## src/rtl/bb_pkg.sv

```systemverilog
package bb_pkg;

  localparam int unsigned BYTE_W = 8;
  localparam int unsigned BIT_SEL_W = 3;

  typedef enum logic [2:0] {
    S_IDLE = 3'd0,
    S_PASS = 3'd1,
    S_TRD  = 3'd2,
    S_MOD  = 3'd3,
    S_TWR  = 3'd4,
    S_RSP  = 3'd5
  } bb_state_e;

endpackage

```

## src/rtl/bb_alias_decode.sv

```systemverilog
module bb_alias_decode #(
  parameter int unsigned ADDR_W = 32,
  parameter int unsigned WIN_COUNT = 2,
  parameter int unsigned SPAN_LOG2 = 25,
  parameter int unsigned SHIFT = 5,
  parameter logic [WIN_COUNT-1:0][ADDR_W-1:0] ALIAS_BASE = '0,
  parameter logic [WIN_COUNT-1:0][ADDR_W-1:0] TARGET_BASE = '0
) (
  input  logic [ADDR_W-1:0]             addr,
  output logic                          hit,
  output logic [ADDR_W-1:0]             tgt,
  output logic [bb_pkg::BIT_SEL_W-1:0]  bit_idx
);

  localparam int unsigned OFS_W = SPAN_LOG2 - SHIFT;

  logic [WIN_COUNT-1:0] win_hit;
  logic [ADDR_W-1:0]    win_tgt [WIN_COUNT];

  for (genvar w = 0; w < WIN_COUNT; w++) begin : g_win
    assign win_hit[w] = (addr[ADDR_W-1:SPAN_LOG2] == ALIAS_BASE[w][ADDR_W-1:SPAN_LOG2]);
    assign win_tgt[w] = TARGET_BASE[w] + ADDR_W'(addr[SPAN_LOG2-1:SHIFT]);
  end

  always_comb begin
    hit = 1'b0;
    tgt = addr;
    for (int i = 0; i < int'(WIN_COUNT); i++) begin
      if (win_hit[i] && !hit) begin
        hit = 1'b1;
        tgt = win_tgt[i];
      end
    end
  end

  assign bit_idx = addr[SHIFT-1:SHIFT-bb_pkg::BIT_SEL_W];

  logic unused_lsb;
  assign unused_lsb = ^addr[SHIFT-bb_pkg::BIT_SEL_W-1:0] ^ (OFS_W == 0);

endmodule

```

## src/rtl/bb_bit_merge.sv

```systemverilog
module bb_bit_merge #(
  parameter int unsigned DATA_W = 32,
  parameter int unsigned LANES = DATA_W / 8,
  parameter int unsigned LANE_W = $clog2(LANES)
) (
  input  logic [DATA_W-1:0]             rd_word,
  input  logic [LANE_W-1:0]             lane,
  input  logic [bb_pkg::BIT_SEL_W-1:0]  bit_idx,
  input  logic                          set_val,
  output logic                          cur_bit,
  output logic [DATA_W-1:0]             wr_word,
  output logic [LANES-1:0]              lane_be
);

  logic [bb_pkg::BYTE_W-1:0] cur_byte;
  logic [bb_pkg::BYTE_W-1:0] new_byte;

  always_comb begin
    cur_byte = rd_word[bb_pkg::BYTE_W*lane +: bb_pkg::BYTE_W];
    cur_bit  = cur_byte[bit_idx];
    new_byte = cur_byte;
    new_byte[bit_idx] = set_val;
  end

  assign wr_word = {LANES{new_byte}};
  assign lane_be = LANES'(1) << lane;

endmodule

```

## src/rtl/bb_rmw_ctrl.sv

```systemverilog
module bb_rmw_ctrl
  import bb_pkg::*;
#(
  parameter int unsigned ADDR_W = 32,
  parameter int unsigned DATA_W = 32,
  parameter int unsigned LANES = DATA_W / 8,
  parameter int unsigned LANE_W = $clog2(LANES)
) (
  input  logic                   clk,
  input  logic                   rst_n,
  input  logic                   up_valid,
  input  logic                   up_write,
  input  logic [ADDR_W-1:0]      up_addr,
  input  logic [DATA_W-1:0]      up_wdata,
  input  logic [LANES-1:0]       up_be,
  output logic                   up_ready,
  output logic [DATA_W-1:0]      up_rdata,
  input  logic                   dec_hit,
  input  logic [ADDR_W-1:0]      dec_tgt,
  input  logic [BIT_SEL_W-1:0]   dec_bit,
  output logic [DATA_W-1:0]      mrg_word,
  output logic [LANE_W-1:0]      mrg_lane,
  output logic [BIT_SEL_W-1:0]   mrg_bit,
  output logic                   mrg_set,
  input  logic                   mrg_cur_bit,
  input  logic [DATA_W-1:0]      mrg_wr_word,
  input  logic [LANES-1:0]       mrg_be,
  output logic                   dn_valid,
  input  logic                   dn_ready,
  output logic                   dn_write,
  output logic [ADDR_W-1:0]      dn_addr,
  output logic [DATA_W-1:0]      dn_wdata,
  output logic [LANES-1:0]       dn_be,
  input  logic [DATA_W-1:0]      dn_rdata,
  output logic                   dn_lock
);

  bb_state_e            state;
  logic                 r_write;
  logic [ADDR_W-1:0]    r_addr;
  logic [DATA_W-1:0]    r_wdata;
  logic [LANES-1:0]     r_be;
  logic [BIT_SEL_W-1:0] r_bit;
  logic [DATA_W-1:0]    r_rword;
  logic [DATA_W-1:0]    r_wnew;
  logic [DATA_W-1:0]    r_resp;

  always_ff @(posedge clk or negedge rst_n) begin
    if (!rst_n) begin
      state   <= S_IDLE;
      r_write <= 1'b0;
      r_addr  <= '0;
      r_wdata <= '0;
      r_be    <= '0;
      r_bit   <= '0;
      r_rword <= '0;
      r_wnew  <= '0;
      r_resp  <= '0;
    end else begin
      case (state)
        S_IDLE: begin
          if (up_valid) begin
            r_write <= up_write;
            r_addr  <= dec_hit ? dec_tgt : up_addr;
            r_wdata <= up_wdata;
            r_be    <= up_be;
            r_bit   <= dec_bit;
            state   <= dec_hit ? S_TRD : S_PASS;
          end
        end
        S_PASS: begin
          if (dn_ready) begin
            r_resp <= dn_rdata;
            state  <= S_RSP;
          end
        end
        S_TRD: begin
          if (dn_ready) begin
            r_rword <= dn_rdata;
            state   <= S_MOD;
          end
        end
        S_MOD: begin
          if (r_write) begin
            r_wnew <= mrg_wr_word;
            state  <= S_TWR;
          end else begin
            r_resp <= DATA_W'(mrg_cur_bit);
            state  <= S_RSP;
          end
        end
        S_TWR: begin
          if (dn_ready) begin
            r_resp <= '0;
            state  <= S_RSP;
          end
        end
        S_RSP:   state <= S_IDLE;
        default: state <= S_IDLE;
      endcase
    end
  end

  logic in_pass;
  logic in_target;

  assign in_pass   = (state == S_PASS);
  assign in_target = (state == S_TRD) || (state == S_TWR);

  assign dn_valid = in_pass || in_target;
  assign dn_write = in_pass ? r_write : (state == S_TWR);
  assign dn_addr  = in_pass ? r_addr : {r_addr[ADDR_W-1:LANE_W], LANE_W'(0)};
  assign dn_wdata = in_pass ? r_wdata : r_wnew;
  assign dn_be    = in_pass ? r_be : mrg_be;
  assign dn_lock  = r_write && (in_target || (state == S_MOD));

  assign up_ready = (state == S_RSP);
  assign up_rdata = r_resp;

  assign mrg_word = r_rword;
  assign mrg_lane = r_addr[LANE_W-1:0];
  assign mrg_bit  = r_bit;
  assign mrg_set  = r_wdata[0];

endmodule

```

## src/rtl/bitband_bridge.sv

```systemverilog
module bitband_bridge #(
  parameter int unsigned ADDR_W = 32,
  parameter int unsigned DATA_W = 32,
  parameter int unsigned WIN_COUNT = 2,
  parameter int unsigned ALIAS_SPAN_LOG2 = 25,
  parameter logic [WIN_COUNT-1:0][ADDR_W-1:0] ALIAS_BASE  = {32'h4200_0000, 32'h2200_0000},
  parameter logic [WIN_COUNT-1:0][ADDR_W-1:0] TARGET_BASE = {32'h4000_0000, 32'h2000_0000}
) (
  input  logic                  clk,
  input  logic                  rst_n,
  input  logic                  up_valid,
  output logic                  up_ready,
  input  logic                  up_write,
  input  logic [ADDR_W-1:0]     up_addr,
  input  logic [DATA_W-1:0]     up_wdata,
  input  logic [DATA_W/8-1:0]   up_be,
  output logic [DATA_W-1:0]     up_rdata,
  output logic                  dn_valid,
  input  logic                  dn_ready,
  output logic                  dn_write,
  output logic [ADDR_W-1:0]     dn_addr,
  output logic [DATA_W-1:0]     dn_wdata,
  output logic [DATA_W/8-1:0]   dn_be,
  input  logic [DATA_W-1:0]     dn_rdata,
  output logic                  dn_lock
);

  localparam int unsigned LANES  = DATA_W / 8;
  localparam int unsigned LANE_W = $clog2(LANES);
  localparam int unsigned SHIFT  = LANE_W + bb_pkg::BIT_SEL_W;

  logic                          dec_hit;
  logic [ADDR_W-1:0]             dec_tgt;
  logic [bb_pkg::BIT_SEL_W-1:0]  dec_bit;
  logic [DATA_W-1:0]             mrg_word;
  logic [LANE_W-1:0]             mrg_lane;
  logic [bb_pkg::BIT_SEL_W-1:0]  mrg_bit;
  logic                          mrg_set;
  logic                          mrg_cur_bit;
  logic [DATA_W-1:0]             mrg_wr_word;
  logic [LANES-1:0]              mrg_be;

  bb_alias_decode #(
    .ADDR_W(ADDR_W), .WIN_COUNT(WIN_COUNT), .SPAN_LOG2(ALIAS_SPAN_LOG2),
    .SHIFT(SHIFT), .ALIAS_BASE(ALIAS_BASE), .TARGET_BASE(TARGET_BASE)
  ) u_dec (
    .addr(up_addr), .hit(dec_hit), .tgt(dec_tgt), .bit_idx(dec_bit)
  );

  bb_rmw_ctrl #(
    .ADDR_W(ADDR_W), .DATA_W(DATA_W), .LANES(LANES), .LANE_W(LANE_W)
  ) u_ctrl (
    .clk(clk), .rst_n(rst_n),
    .up_valid(up_valid), .up_write(up_write), .up_addr(up_addr),
    .up_wdata(up_wdata), .up_be(up_be), .up_ready(up_ready), .up_rdata(up_rdata),
    .dec_hit(dec_hit), .dec_tgt(dec_tgt), .dec_bit(dec_bit),
    .mrg_word(mrg_word), .mrg_lane(mrg_lane), .mrg_bit(mrg_bit), .mrg_set(mrg_set),
    .mrg_cur_bit(mrg_cur_bit), .mrg_wr_word(mrg_wr_word), .mrg_be(mrg_be),
    .dn_valid(dn_valid), .dn_ready(dn_ready), .dn_write(dn_write),
    .dn_addr(dn_addr), .dn_wdata(dn_wdata), .dn_be(dn_be),
    .dn_rdata(dn_rdata), .dn_lock(dn_lock)
  );

  bb_bit_merge #(
    .DATA_W(DATA_W), .LANES(LANES), .LANE_W(LANE_W)
  ) u_merge (
    .rd_word(mrg_word), .lane(mrg_lane), .bit_idx(mrg_bit), .set_val(mrg_set),
    .cur_bit(mrg_cur_bit), .wr_word(mrg_wr_word), .lane_be(mrg_be)
  );

endmodule

```

## config.mk

```make
export PLATFORM = sky130hd
export DESIGN_NAME = bitband_bridge
export DESIGN_NICKNAME = d
export VERILOG_FILES = /design/src/rtl/bb_pkg.sv /design/src/rtl/bb_alias_decode.sv /design/src/rtl/bb_bit_merge.sv /design/src/rtl/bb_rmw_ctrl.sv /design/src/rtl/bitband_bridge.sv
export SDC_FILE = /design/constraint.sdc
export NUM_CORES = 1
export LEC_CHECK = 0
export BUFFER_PORTS_ARGS = -buffer_cell sky130_fd_sc_hd__buf_4
export CORE_MARGIN = 3
export CORE_UTILIZATION = 55
export DETAILED_ROUTE_END_ITERATION = 8
export GPL_TIMING_DRIVEN = 0
export PLACE_DENSITY = 0.83
export SLEW_MARGIN = 20
export SYNTH_ARGS = -nofsm -noshare
export SYNTH_HDL_FRONTEND = slang
export SYNTH_HIERARCHICAL = 1
export SYNTH_SLANG_ARGS = --single-unit
```

## constraint.sdc

```tcl
create_clock -name clk -period 2.5 [get_ports clk]
set_input_delay 0.125 -clock clk [delete_from_list [all_inputs] [get_ports clk]]
set_output_delay 0.125 -clock clk [all_outputs]
set_load 0.02 [all_outputs]
```

==> Yosys cells after proc, flatten, opt, wreduce, memory -nomap -nowiden <==
Cells that the tools add are included.
W data, S select, Z words.
{ "word_totals": {"inputBits": 105, "ramBits": 0, "word_cells": 67, "latch_bits": 0, "ff_bits": 171, "rom_bits": 0, "memories": 0} }
{ "classes": {"shifts": 2, "n_eq_ne": 13, "order_cmp": 2, "n_reduce_logical": 15, "muxes": 24, "div_mod_pow": 0, "n_mul": 0, "n_bitwise": 0, "add_sub_neg": 2} }
{ "op_table": {"columns": ["operator", "count"], "rows": [
  ["$mux W32", 7],
  ["$pmux W32 S3", 1],
  ["$add A31 B20 Y32 const A", 1],
  ["$shiftx A32 B6 Y8", 1],
  ["$add A30 B20 Y31 const A", 1],
  ["$pmux W3 S4", 1],
  ["$ne A2 B2 Y1 const B", 5],
  ["$mux W3", 3],
  ["$bwmux W8", 1],
  ["$eq A7 B5 Y1 const B", 1],
  ["$eq A7 B6 Y1 const B", 1],
  ["$eq A3 B2 Y1 const B", 2],
  ["$eq A3 B3 Y1 const B", 2],
  ["$mux W1", 6],
  ["$reduce_and A2 Y1", 3],
  ["$lt A3 B4 Y1 const B", 1],
  ["$mux W2", 2],
  ["$mux W4", 1],
  ["$reduce_and A4 Y1", 1],
  ["$shl A1 B2 Y4 const A", 1],
  ["$bmux W1 S3", 1],
  ["$demux W1 S3", 1],
  ["$eq A3 B1 Y1 const B", 1],
  ["$ge A3 B1 Y1 const B", 1],
  ["other kinds (8)", 12]
]} }

==> Longest topological paths before layout <==
Gate-level depths: netlist of run 1.
{ "depth": {"word_depth": 8, "depth_mapped": 9, "mapped_depth_nobuf": 8} }

==> Hierarchy <==
The synthesis of run 1 kept the hierarchy.
{ "by_module_without_submodules": {"columns": ["mod", "n_inst", "area_per_inst_um2", "cells_per_inst"], "rows": [
  ["bb_rmw_ctrl", 1, 7703.6, 579],
  ["bb_bit_merge", 1, 764.5, 114],
  ["bb_alias_decode", 1, 425.4, 41]
]} }

==> Least setup slack after synthesis of run 1 <==
OpenSTA, ideal clock, no wires.
{ "synth_path": {"path_kind": "reg-to-reg", "start": "reg u_ctrl.r_addr[0]", "end": "reg u_ctrl.r_resp[0] (netlist: u_ctrl/up_rdata[0])", "path_buffers": 1, "stages_incl_launch_ff": 9, "arrival_ns": 1.714, "synth_period_minus_slack_ns": 1.842, "slack_ns": 0.658, "path_cell_list": "dfrtp_1 > buf_2 > and2b_1 > a22oi_1 > and3_1 > a211o_1 > nor2b_1 > a221oi_1 > mux2_1"} }
{ "synth_between": {"elab_chain_len": 5} }
{ "synth_lines": {"columns": ["item", "line_no", "source"], "rows": [
  ["from (decl)", "bb_rmw_ctrl.sv:40", "logic [ADDR_W-1:0] r_addr;"],
  ["from (signal assigned)", "bb_rmw_ctrl.sv:64", "r_addr <= dec_hit ? dec_tgt : up_addr;"],
  ["$shiftx A32 B6 Y8", "bb_bit_merge.sv:19", "cur_byte = rd_word[bb_pkg::BYTE_W*lane +: bb_pkg::BYTE_W];"],
  ["$bmux W1 S3", "bb_bit_merge.sv:20", "cur_bit = cur_byte[bit_idx];"],
  ["$mux W1 (implied by the code)", "bb_bit_merge.sv:20", null],
  ["via mrg_cur_bit", "bitband_bridge.sv:39", "logic mrg_cur_bit;"],
  ["$mux W32", "bb_rmw_ctrl.sv:84", "if (r_write) begin"],
  ["$pmux W32 S3", "bb_rmw_ctrl.sv:60", "case (state)"],
  ["to (signal assigned)", "bb_rmw_ctrl.sv:73", "r_resp <= dn_rdata;"],
  ["to (signal assigned)", "bb_rmw_ctrl.sv:88", "r_resp <= DATA_W'(mrg_cur_bit);"],
  ["to (decl)", "bb_rmw_ctrl.sv:46", "logic [DATA_W-1:0] r_resp;"]
]} }
The timed path passes the listed nets, and every way through them passes these cells. The select of a mux whose other input is x is not followed.
A chain may end at the register's enable or synchronous reset.

==> Worst setup path in the final report of run 1 <==
{ "layout_path": {"start": "reg u_ctrl.state[0]", "end": "out dn_wdata[17]"} }
{ "layout_between": {"elab_chain_len": 2} }
{ "layout_lines": {"columns": ["item", "line_no", "source"], "rows": [
  ["from (decl)", "bb_rmw_ctrl.sv:38", "bb_state_e state;"],
  ["from (signal assigned)", "bb_rmw_ctrl.sv:68", "state <= dec_hit ? S_TRD : S_PASS;"],
  ["$eq A3 B1 Y1", "bb_rmw_ctrl.sv:107", "assign in_pass = (state == S_PASS);"],
  ["$mux W32", "bb_rmw_ctrl.sv:113", "assign dn_wdata = in_pass ? r_wdata : r_wnew;"],
  ["to (decl)", "bitband_bridge.sv:22", "output logic [DATA_W-1:0] dn_wdata,"]
]} }
No other way between the ends.

==> results of run 1 <==
power by group through the flow:
stage	clock, mW	sequential (mW)	combinational (mW)
finish	2.66	4.25	6.80
global route	2.80	4.37	7.29
CTS	2.71	4.23	6.77
detailed placement	0	4.27	6.64
global placement	0	4.22	6.51
floorplan	0	4.77	3.64
synth_stat cells, types with 2 or more instances:
cell      count  area [um^2]
a21oi_2       2         17.5
buf_2        16         80.1
nand3_1       8         40.0
a31o_2        2         17.5
clkbuf_1      9         33.8
mux2_1       43          484
nor3_1        3         15.0
dfrtp_1     171         4280
nand3b_1      2         15.0
mux2_4       44          661
and2_1       10         62.6
and3_1        3         18.8
nor3b_2       2         25.0
mux2i_1      81          811
mux2_2       76          856
nor2_1       46          173
buf_6        15          169
a21oi_1      38          190
a22oi_1       4         30.0
nand2_1      46          173
a31o_1        3         26.3
nor3_2        2         20.0
buf_1         2         7.51
o21ai_0       5         25.0
inv_1        34          128
nor2b_1       5         31.3
buf_4        37          278
nand2b_1      6         37.5
layout make-up:
type	count	area, um^2
multi-input combinational	449	3920
inverter	35	134
fill	968	3390
sequential	171	4280
clock inverter	8	108
buffer	79	571
timing repair buffer	281	2330
clock buffer	23	488
tap	211	264
routing by layer:
layer  wire length, um  track usage (%)
met5                 0                0
met4               603             9.66
met3               964             4.98
met2             11800             45.8
met1              9820             34.4
timing repair:
item / CTS / global route
hold buffers: 71 / 0
endpoints found under the hold margin: 154 / 0
setup endpoints to repair: 1 / 2
resized for setup: 1 / 1
cells by family (layout without fill, tap and decap cells):
group           after synthesis  after routing  share of synthesized area (%)
mux                         244            244                           31.6
flops                       171            171                           48.1
simple gates                141            141                           8.02
buf+inv                     114            426                           7.89
compound gates               62             62                           4.16
xor+xnor                      2              2                          0.197
state kept, by name (all words and copies together), names as in the netlist:
name,count
u_ctrl/state,3
u_ctrl/r_be,4
u_ctrl/up_rdata,32
u_ctrl/r_write,1
u_ctrl/mrg_bit,3
u_ctrl/r_wnew,32
u_ctrl/mrg_word,32
u_ctrl/r_wdata,32
u_ctrl/r_addr,32
through the flow:
step	hold WS, ns	util [%]	cells
after detailed placement	0.0798	69.6	1155
after floorplan	-0.171	-	734
final	0.0139	78.1	1257
after global routing	0.0234	78.1	1257
after global placement	0.343	69.2	1153
after CTS	0.00348	78.1	1257
how the worst max path moves through the flow:
stage	from	endpoint	slack, ns	cells after the start
3_5_place_dp	up_addr[30]	u_ctrl/r_addr[4]	0.21	9
6_report	u_ctrl/state[0]	dn_wdata[17]	0.16	6
2_1_floorplan	u_ctrl/r_addr[0]	u_ctrl/up_rdata[0]	0.66	8
5_1_grt	u_ctrl/state[0]	dn_wdata[17]	0.05	6
3_3_place_gp	up_addr[30]	u_ctrl/r_addr[16]	0.23	9
4_1_cts	u_ctrl/state[0]	dn_wdata[21]	0.08	6
worst register-to-register path: stages, from the launching register on:
cell and delay [ns]:
dfrtp_1 0.40, buf_2 0.31, mux2i_1 0.37, a22oi_1 0.16
nand3_1 0.14, nand2_1 0.06, a211o_1 0.25, nor2b_1 0.12
a221oi_1 0.08, mux2_1 0.28
==> impl_results.md, run 1 <==
- Nets: 1139
- Sequential power share: between 30 and 40%
- Combinational share of power: 49.6%
- TritonCTS Sinks: 171
- Synth Cell Area: 8890 um^2
- Cell row count: 45
- Root buffer cell: clkbuf_16
- # DRC: 0
- Fin crit period: 2.34 ns
- R2r endpoint: u_ctrl/up_rdata[0]
- Mean Syn Cell Area: approximately 12 um^2
- Ant diodes: 0
- Post-Syn Nets: 839
- Switch Pwr: 5.20 mW
- Cell Pwr Density: 1130 nW/um^2
- TritonCTS clock tree: done
- Critical path's largest stage delay: 0.36 ns
- Area grow syn2layout: 36.0%
- Crit path max fanout: 10
- Via count of the first global-routing pass: about 7000
- CTS Buffer Depth: 2
- Via count: 6562
- Run status: completed
- Post-Syn Instances: roughly 730
- Initial drt markers: 256
- First-pass GRT wire length: 37300 um
- Total power: 13.7 mW
- Pins over their slew limit: 0
- Tightest Pin Transition: between 0.8 and 0.9 ns
- Max-slew headroom: 45.2%
- DP Area: between 10000 and 15000 um^2
- Tcrit/Tclk final: 93.4%
- Die ar.: 17700 um^2
- Vias/cell: 5.22
- Max VDD drop: approximately 0.6 mV
- Grt total ovfl: 0
- I/O Buffers: 208
- Most common cell after layout, fill and taps aside: buf_4
- Post-CTS Setup Bufs: 0
- Placement Setup Slack: roughly 0.21 ns
- Worst-path clk slew: approximately 0.070 ns
- FF-to-FF Start: u_ctrl/r_addr[1]
- Hold path start: up_addr[28]
- 1st-pass router iterations: 4
- Clk Latency, worst-skew pair: roughly 0.43 ns
- Max Cap Viol: 0
- Post-route ant nets: 0
- Total I/O pin count: 209
- Largest net degree at the start of global routing: 63
- P_int: 8.51 mW
- # setup viols final: 0
- Hpwl dp: 16100 um
- R2R setup slack: 0.23 ns
- Critical setup path kind: reg -> out
- Buf+Inv Stages, Crit Path: 4
- Synth Flop Type: dfrtp_1
- Routed wire length: 23200 um
- Starting Density: 57.4%
- Seq/Total Area, Yosys: 48.1%
- Num CTS Buffers: 17
- GP Congestion: 0.895
- Clock group share of total power: 19.4%
- Count of state elements after synthesis: 171
- Crit path max-delay family: buffers and inverters
- Die span in x: around 130 um
- Most Frequent Cell on Critical Path: buf_4
- Antenna violations before repair: 0
- Layout cells sized above 1: between 40 and 50%
- LEAKAGE: 6.09 nW
- Ys async rst share: 100%
- Sw Ratio: 37.9%
- WL/cell: 18.5 um
- Setup Skew: a little over 0.01 ns
- Reg2reg path depth: 9
- Worst Hold Class: in -> reg
- Hold Path Depth: 3
- Setup slack after layout: 0.164 ns
- Hold EP: u_ctrl/r_addr[28]
- Setup TNS: 0 ns
- Library cells used by synthesis: 47
- F_max: 428 MHz
- Number of flops mapped to enable cells by yosys: 0
- Finished Cell Area: roughly 12000 um^2
- Gr usage total: 26.8%
- CP required: about 2.4 ns
- Synth warnings: 6
- H-tree levels: 4
- CP Cell Sequence: buf_4 -> nor3b_4 -> buf_4 -> buf_6 -> mux2_2 -> buf_4
- Chip height: 133 um
- Core ar.: 15500 um^2
- Most frequent cells in the layout: buf_4, dfrtp_1, mux2i_1
- Slowest cell on the critical path: dfrtp_1
- CP endpoint kind: output pin
- Unrepaired setup endpoints after global routing: false
- Worst path arrival time: 2.21 ns
- Hold Fails Final Rpt: 0
- Worst setup SP type: register
No activity file was read; power rests on OpenSTA's default activity.
==> inputs of run 2 (changes only) <==
--- a/config.mk
+++ b/config.mk
@@ -7,12 +7,11 @@
 export LEC_CHECK = 0
 export BUFFER_PORTS_ARGS = -buffer_cell sky130_fd_sc_hd__buf_4
 export CORE_MARGIN = 3
-export CORE_UTILIZATION = 55
+export CORE_UTILIZATION = 50
 export DETAILED_ROUTE_END_ITERATION = 8
 export GPL_TIMING_DRIVEN = 0
-export PLACE_DENSITY = 0.83
+export PLACE_DENSITY = 0.8
 export SLEW_MARGIN = 20
 export SYNTH_ARGS = -nofsm -noshare
 export SYNTH_HDL_FRONTEND = slang
-export SYNTH_HIERARCHICAL = 1
 export SYNTH_SLANG_ARGS = --single-unit
==> run 2 against run 1 <==
Final cell count down 0.72%. Fmax down 3.0%. Synthesized cell count down 1.5%. Sequential share of layout area up 0.25 points. Utilization down 0.76 points. Largest cell class unchanged. Clock skew down 0.0024 ns. Hold slack worse by 0.0068 ns. Non-clock buffer count up 6.
==> impl_results.md, run 2 <==
- Hold Fails Final Rpt: 0 (unchanged)
- Top cell type by total area after synthesis: dfrtp_1 (unchanged)
- H-tree levels: 4 (unchanged)
- Mean Syn Cell Area: 9.50 um^2 (was 12.1 um^2)
- Synth Flop Type: dfrtp_1 (unchanged)
- Via count: 6609 (was 6562)
- Synth Area in Compound Gates: 12.0% (was 4.16%)
- Vias/cell: 5.30 (was 5.22)
- Tightest Pin Transition: 0.722 ns (was 0.816 ns)
- Library cells used by synthesis: 45 (was 47)
- Number of flops mapped to enable cells by yosys: 0 (unchanged)
- Post-route ant nets: 0 (unchanged)
- Synth top area share: 53.6% (was 48.1%)
- TritonCTS clock tree: done (unchanged)
- Synth Cell Area: 6870 um^2 (was 8890 um^2)
- Chip height: 123 um (was 133 um)
- Unrepaired setup endpoints after global routing: false (unchanged)
- Ys async rst share: 100% (unchanged)
- R2R setup slack: 0.42 ns (was 0.23 ns)
- Seq/Total Area, Yosys: 53.6% (was 48.1%)
- Total power: 11.9 mW (was 13.7 mW)
- Crit path max-delay family: buffers and inverters (unchanged)
- Reg2reg path depth: 5 (was 9)
- Critical setup path kind: in -> reg (was reg -> out)
- Hold Path Depth: 3 (unchanged)
- Die ar.: 15200 um^2 (was 17700 um^2)
- Count of state elements after synthesis: 147 (was 171)
- Root buffer cell: clkbuf_16 (unchanged)
- WL/cell: 17.5 um (was 18.5 um)
- Post-Syn Nets: 828 (was 839)
- Worst Hold Class: in -> reg (unchanged)
- Crit path max fanout: 10 (unchanged)
- Via count of the first global-routing pass: 6694 (was 7028)
- Worst setup SP type: input port (was register)
- R2r endpoint: u_ctrl.r_addr[24] (was u_ctrl/up_rdata[0])
- Simple-gate area share of the yosys netlist: 19.2% (was 8.02%)
- Max VDD drop: 0.629 mV (was 0.602 mV)
- Synth Area in Adders: 0% (unchanged)
- Hold EP: u_ctrl.r_addr[10] (was u_ctrl/r_addr[28])
- Most Frequent Cell on Critical Path: dlygate4sd3_1 (was buf_4)
- P_int: 7.07 mW (was 8.51 mW)
- Cell row count: 42 (was 45)
- Combinational share of power: 46.9% (was 49.6%)
- Area grow syn2layout: 50.3% (was 36.0%)
- Sequential power share: 32.5% (was 31.0%)
- Clock group share of total power: 20.6% (was 19.4%)
- Antenna violations before repair: 0 (unchanged)
- Max-slew headroom: 51.7% (was 45.2%)
- # DRC: 0 (unchanged)
- Sw Ratio: 40.4% (was 37.9%)
- XOR/XNOR share of the synthesized area: 0.255% (was 0.197%)
- CTS Buffer Depth: 2 (unchanged)
- F_max: 415 MHz (was 428 MHz)
- Grt total ovfl: 0 (unchanged)
- Most frequent cells in the layout: nand2_1, buf_4, dfrtp_1 (was buf_4, dfrtp_1, mux2i_1)
- Run status: completed (unchanged)
- Starting Density: 51.5% (was 57.4%)
- Hold path start: up_addr[10] (was up_addr[28])
- TritonCTS Sinks: 147 (was 171)
- Buf+Inv Stages, Crit Path: 5 (was 4)
- Max Cap Viol: 0 (unchanged)
- Tcrit/Tclk final: 96.3% (was 93.4%)
- Cell Pwr Density: 1150 nW/um^2 (was 1130 nW/um^2)
- Most frequent cell after synthesis: nand2_1 (was dfrtp_1)
- I/O Buffers: 208 (unchanged)
- Nets: 1164 (was 1139)
- Routed wire length: 21800 um (was 23200 um)
- Largest net degree at the start of global routing: 87 (was 63)
- CP required: 2.79 ns (was 2.38 ns)
- CP Cell Sequence: dlygate4sd3_1 -> buf_4 -> or4b_1 -> nor3_2 -> buf_6 -> buf_8 -> mux2i_1 -> dlygate4sd3_1 -> o21ai_1 (was buf_4 -> nor3b_4 -> buf_4 -> buf_6 -> mux2_2 -> buf_4)
- Setup Skew: 0.00783 ns (was 0.0102 ns)
- Num CTS Buffers: 17 (unchanged)
- Largest family of logic cells by synthesized area: simple AND/OR/NAND/NOR gates (was multiplexers)
- Worst path arrival time: 2.70 ns (was 2.21 ns)
- First-pass GRT wire length: 34000 um (was 37300 um)
- GP Congestion: 0.889 (was 0.895)
- Top cells by area, synth: dfrtp_1, nand2_1, mux2i_1, mux2_2, o21ai_0 (was dfrtp_1, mux2_2, mux2i_1, mux2_4, mux2_1)
- FF-to-FF Start: u_ctrl.state[2] (was u_ctrl/r_addr[1])
- Initial drt markers: 471 (was 256)
- LEAKAGE: 5.31 nW (was 6.09 nW)
- Critical path's largest stage delay: 0.57 ns (was 0.36 ns)
- Gr usage total: 29.0% (was 26.8%)
- Hpwl dp: 13900 um (was 16100 um)
- Fin crit period: 2.41 ns (was 2.34 ns)
- Synth warnings: 0 (was 6)
- Core ar.: 13300 um^2 (was 15500 um^2)
- Switch Pwr: 4.80 mW (was 5.20 mW)
- Setup TNS: 0 ns (unchanged)
- Commonest cells post-synth: nand2_1, dfrtp_1, o21ai_0 (was dfrtp_1, mux2i_1, mux2_2)
- Most common cell after layout, fill and taps aside: nand2_1 (was buf_4)
- Slowest cell on the critical path: dlygate4sd3_1 (was dfrtp_1)
- 1st-pass router iterations: 5 (was 4)
- Post-Syn Instances: 723 (was 734)
- CP endpoint kind: register (was output pin)
- Worst-path clk slew: 0.06 ns (was 0.07 ns)
- Pins over their slew limit: 0 (unchanged)
- Die span in x: 123 um (was 133 um)
- Layout cells sized above 1: 28.3% (was 42.2%)
- Total I/O pin count: 209 (unchanged)
- Mux cell area share after synthesis: 11.3% (was 31.6%)
- Clk Latency, worst-skew pair: 0.42 ns (was 0.43 ns)
- # setup viols final: 0 (unchanged)
-- run 2: changes by cell type after synthesis, moves of 32 or more --
cell / change
buf_4: -36
o21ai_0: +47
a21oi_1: -32
mux2_1: -43
mux2_4: -44
nand2_1: +206
mux2i_1: -43
mux2_2: -43
-- run 2: metrics by stage --
step	hold slack, ns	setup slack, ns	area (um^2)	std cells	utilization [%]
floorplan	-0.171	0.776	6870	723	-
global placement	0.316	0.445	8650	1107	64.8
detailed placement	0.0925	0.418	8690	1108	65.1
CTS	0.000820	0.0671	10300	1240	76.9
global route	0.0298	0.0128	10300	1247	77.3
finish	0.00718	0.0918	10300	1248	77.4
-- run 2: worst max-delay path by stage --
stage,from,slack [ns],cells past startpoint,to
final,up_addr[31],0.09,9,u_ctrl.r_addr[14]
after global routing,u_ctrl.state[0],0.01,8,dn_be[0]
after CTS,u_ctrl.state[0],0.07,7,dn_wdata[5]
after detailed placement,u_ctrl.state[1],0.42,5,u_ctrl.r_addr[24]
after global placement,u_ctrl.state[0],0.45,7,dn_wdata[5]
after floorplan,u_ctrl.state[0],0.78,6,dn_be[0]
-- run 2: repair_timing --
item / CTS / global route
setup endpoints to repair: 21 / 40
hold buffers: 101 / 0
endpoints found under the hold margin: 190 / 0
setup buffers: 0 / 7
pin swaps: 0 / 1
resized for setup: 1 / 4
-- run 2: power by group through the flow --
stage	combinational [mW]	sequential, mW	clock (mW)
after floorplan	2.74	4.30	0
after global placement	5.20	3.81	0
after detailed placement	5.28	3.84	0
after CTS	5.45	3.82	2.46
after global routing	6.03	3.96	2.58
final	5.56	3.86	2.45
-- run 2: cell type report --
class | instances | area [um^2]
multi-input cells | 523 | 2950
inverters | 4 | 15.0
well taps | 176 | 220
clock inverters | 11 | 113
diodes | 1 | 2.50
fillers | 881 | 3020
clock buffers | 20 | 447
flip-flops and latches | 147 | 3680
repair buffers | 317 | 2660
plain buffers | 49 | 244
-- run 2: metal layers --
| metal | up-vias | share of wire (%) | wire length, um | track usage [%] |
|---|---|---|---|---|
| met5 | - | 0 | 0 | 0 |
| met2 | 249 | 50 | 10900 | 48.8 |
| met3 | 48 | 5.9 | 1280 | 5.81 |
| met1 | 3223 | 41 | 9030 | 37.0 |
| li1 | 3089 | - | - | - |
| met4 | 0 | 2.9 | 624 | 11.6 |
-- run 2: worst register-to-register path: stages, from the launching register on --
cell      delay (ns)
dfrtp_1         0.44
buf_2           0.22
nor4b_4         0.69
clkbuf_1        0.41
nand2_1         0.11
o21ai_1         0.13
-- run 2: cells by family (layout without fill, tap and decap cells) --
family,count (synthesis),count (layout)
compound gates,136,136
xor+xnor,2,2
buf+inv,53,401
flops,147,147
mux,72,72
other cells,0,1
simple gates,313,313
==> inputs of run 3 (changes only) <==
==> constraint.sdc (replaced) <==
create_clock -name clk -period 2.9 [get_ports clk]
set_input_delay 0.145 -clock clk [delete_from_list [all_inputs] [get_ports clk]]
set_output_delay 0.145 -clock clk [all_outputs]
set_load 0.02 [all_outputs]
==> run 3 against run 2 <==
Clock skew grew 0.00082 ns. Setup slack gained 0.24 ns. Sequential power shrank 14%. Sequential cell count is the same. Hold slack gained 0.0029 ns. Count of clock-buffer cells in the layout is the same. Power shrank 14%. Combinational power shrank 15%. Sequential share of layout area grew 0.60 points. First-iteration DRC count grew 5.1%. Critical path depth shrank 2.
==> impl_results.md, run 3 (synthesis gave the netlist of run 2 again) <==
- Cell row count: 42 (unchanged)
- Placement Setup Slack: 0.813 ns (was 0.418 ns)
- Hold Fails Final Rpt: 0 (unchanged)
- Largest net degree at the start of global routing: 87 (unchanged)
- TritonCTS clock tree: done (unchanged)
- Grt total ovfl: 0 (unchanged)
- H-tree levels: 4 (unchanged)
- Via count of the first global-routing pass: 6599 (was 6694)
- First-pass GRT wire length: 33500 um (was 34000 um)
- Final core utilization: 76.1% (was 77.4%)
- Register area: 3680 um^2 (unchanged)
- Post-route ant nets: 0 (unchanged)
- Initial drt markers: 495 (was 471)
- WL/cell: 17.4 um (was 17.5 um)
- F_max: 389 MHz
- Most common cell after layout, fill and taps aside: nand2_1 (unchanged)
- Clk Latency, worst-skew pair: 0.42 ns (about the same)
- Via count: 6581 (was 6609)
- Num CTS Buffers: 17 (unchanged)
- Area grow syn2layout: 47.9% (was 50.3%)
- Antenna violations before repair: 0 (unchanged)
- Worst Hold Slack: 0.0101 ns (was 0.00718 ns)
- Met3 WL: 1290 um (was 1280 um)
- Setup TNS: 0 ns (unchanged)
- Core ar.: 13300 um^2 (unchanged)
- Max VDD drop: 0.542 mV (was 0.629 mV)
- CTS resizes: 0 (was 1)
- # DRC: 0 (unchanged)
- GP Congestion: 0.889 (unchanged)
- 1st-pass router iterations: 5 (unchanged)
- Chip height: 123 um (unchanged)
- Wl on met1: 8890 um (was 9030 um)
- Nets: 1147 (was 1164)
- Fin crit period: 2.57 ns
- Routed wire length: 21400 um (was 21800 um)
- Post-CTS Setup Bufs: 0 (unchanged)
- Hpwl dp: 13900 um (unchanged)
- LEAKAGE: 5.23 nW (was 5.31 nW)
- Tightest Pin Transition: 0.734 ns (was 0.722 ns)
- Root buffer cell: clkbuf_16 (unchanged)
- Max-slew headroom: 50.9% (was 51.7%)
- Worst path arrival time: 2.42 ns (was 2.70 ns)
- Worst Hold Class: in -> reg (unchanged)
- Multi-input gate area: 2940 um^2 (was 2950 um^2)
- Die ar.: 15200 um^2 (unchanged)
- I/O Buffers: 208 (unchanged)
- Worst-path clk slew: 0.06 ns (about the same)
- TritonCTS Sinks: 147 (unchanged)
- Highest routed layer: met4 (unchanged)
- Crit path max fanout: 10 (unchanged)
- Vias/cell: 5.35 (was 5.30)
- CP endpoint kind: output pin (was register)
- CTS Buffer Depth: 2 (unchanged)
- Run status: completed (unchanged)
- Cell Pwr Density: 1000 nW/um^2 (was 1150 nW/um^2)
- Tcrit/Tclk final: 88.5%
- CTS Hold Buffers Added: 91 (was 101)
- Total I/O pin count: 209 (unchanged)
- Starting Density: 51.5% (unchanged)
- Fillcell total: 898 (was 881)
- Met2 Wirelength: 10700 um (was 10900 um)
- Ant diodes: 0 (was 1)
- Die span in x: 123 um (unchanged)
- Max Cap Viol: 0 (unchanged)
- Critical setup path kind: reg -> out (was in -> reg)
- Setup Skew: 0.00864 ns (was 0.00783 ns)
- Layout cells sized above 1: 28.1% (was 28.3%)
- Worst setup SP type: register (was input port)
- CP required: 2.76 ns (was 2.79 ns)
- Most frequent cells in the layout: nand2_1, buf_4, dfrtp_1 (unchanged)
- Unrepaired setup endpoints after global routing: false (unchanged)
- # setup viols final: 0 (unchanged)
- Gr usage total: 28.7% (was 29.0%)
- Pins over their slew limit: 0 (unchanged)
- Setup slack after layout: 0.333 ns (was 0.0918 ns)
==> run 3: cell types whose count changed in the layout (fill, tap and decap cells not counted) <==
cell	change
buf_4	-7
buf_2	+2
buf_6	-1
nor3_2	+1
diode_2	-1
clkbuf_4	-1
dlygate4sd3_1	-10
nor3_4	-1
==> run 3: where the power goes <==
group | switching (mW) | internal, mW | total (mW)
sequential | 0.477 | 2.84 | 3.32
clock | 0.831 | 1.27 | 2.10
combinational | 2.80 | 1.95 | 4.74
total | 4.10 | 6.06 | 10.2
==> run 3: metal layers <==
metal  up-vias  GRT usage [%]
li1       3053              -
met1      3215           36.8
met2       274           48.1
met3        39           5.76
met4         0           10.6
met5         -              0
==> run 3: layout make-up <==
type / count / area share [%]
clock buffer: 20 / 4.40
inverter: 4 / 0.148
tap: 176 / 2.17
timing repair buffer: 300 / 24.7
sequential: 147 / 36.2
multi-input combinational: 523 / 29.0
buffer: 49 / 2.32
clock inverter: 11 / 1.11
==> run 3: critical path, cell delays in order (launching register included) <==
cell and delay (ns):
dfrtp_1 0.39, buf_2 0.28, inv_2 0.10, nor3_2 0.35, buf_2 0.28, buf_2 0.26, a21o_1 0.19, buf_4 0.15
==> run 3: path summary, 6_finish.rpt <==
path / slack [ns] / from / cells past startpoint / endpoint
setup / recovery: 0.33 / u_ctrl.state[0] / 7 / dn_wdata[5]
setup reg to reg: 0.81 / u_ctrl.state[1] / 5 / u_ctrl.r_addr[24]
min in group asynchronous: 0.27 / rst_n / 2 / u_ctrl.up_rdata[18]
hold / removal: 0.01 / up_addr[17] / 3 / u_ctrl.r_addr[12]
max in group asynchronous: 1.86 / rst_n / 3 / u_ctrl.r_addr[18]
hold reg to reg: 0.47 / u_ctrl.r_wnew[26] / 2 / u_ctrl.r_wnew[26]
==> run 3: stage by stage <==
stage | power, mW | std cells | instance area [um^2]
floorplan | 6.06 | 723 | 6870
global placement | 7.78 | 1107 | 8650
detailed placement | 7.87 | 1108 | 8690
CTS | 10.1 | 1230 | 10200
global route | 10.8 | 1230 | 10200
finish | 10.2 | 1230 | 10200
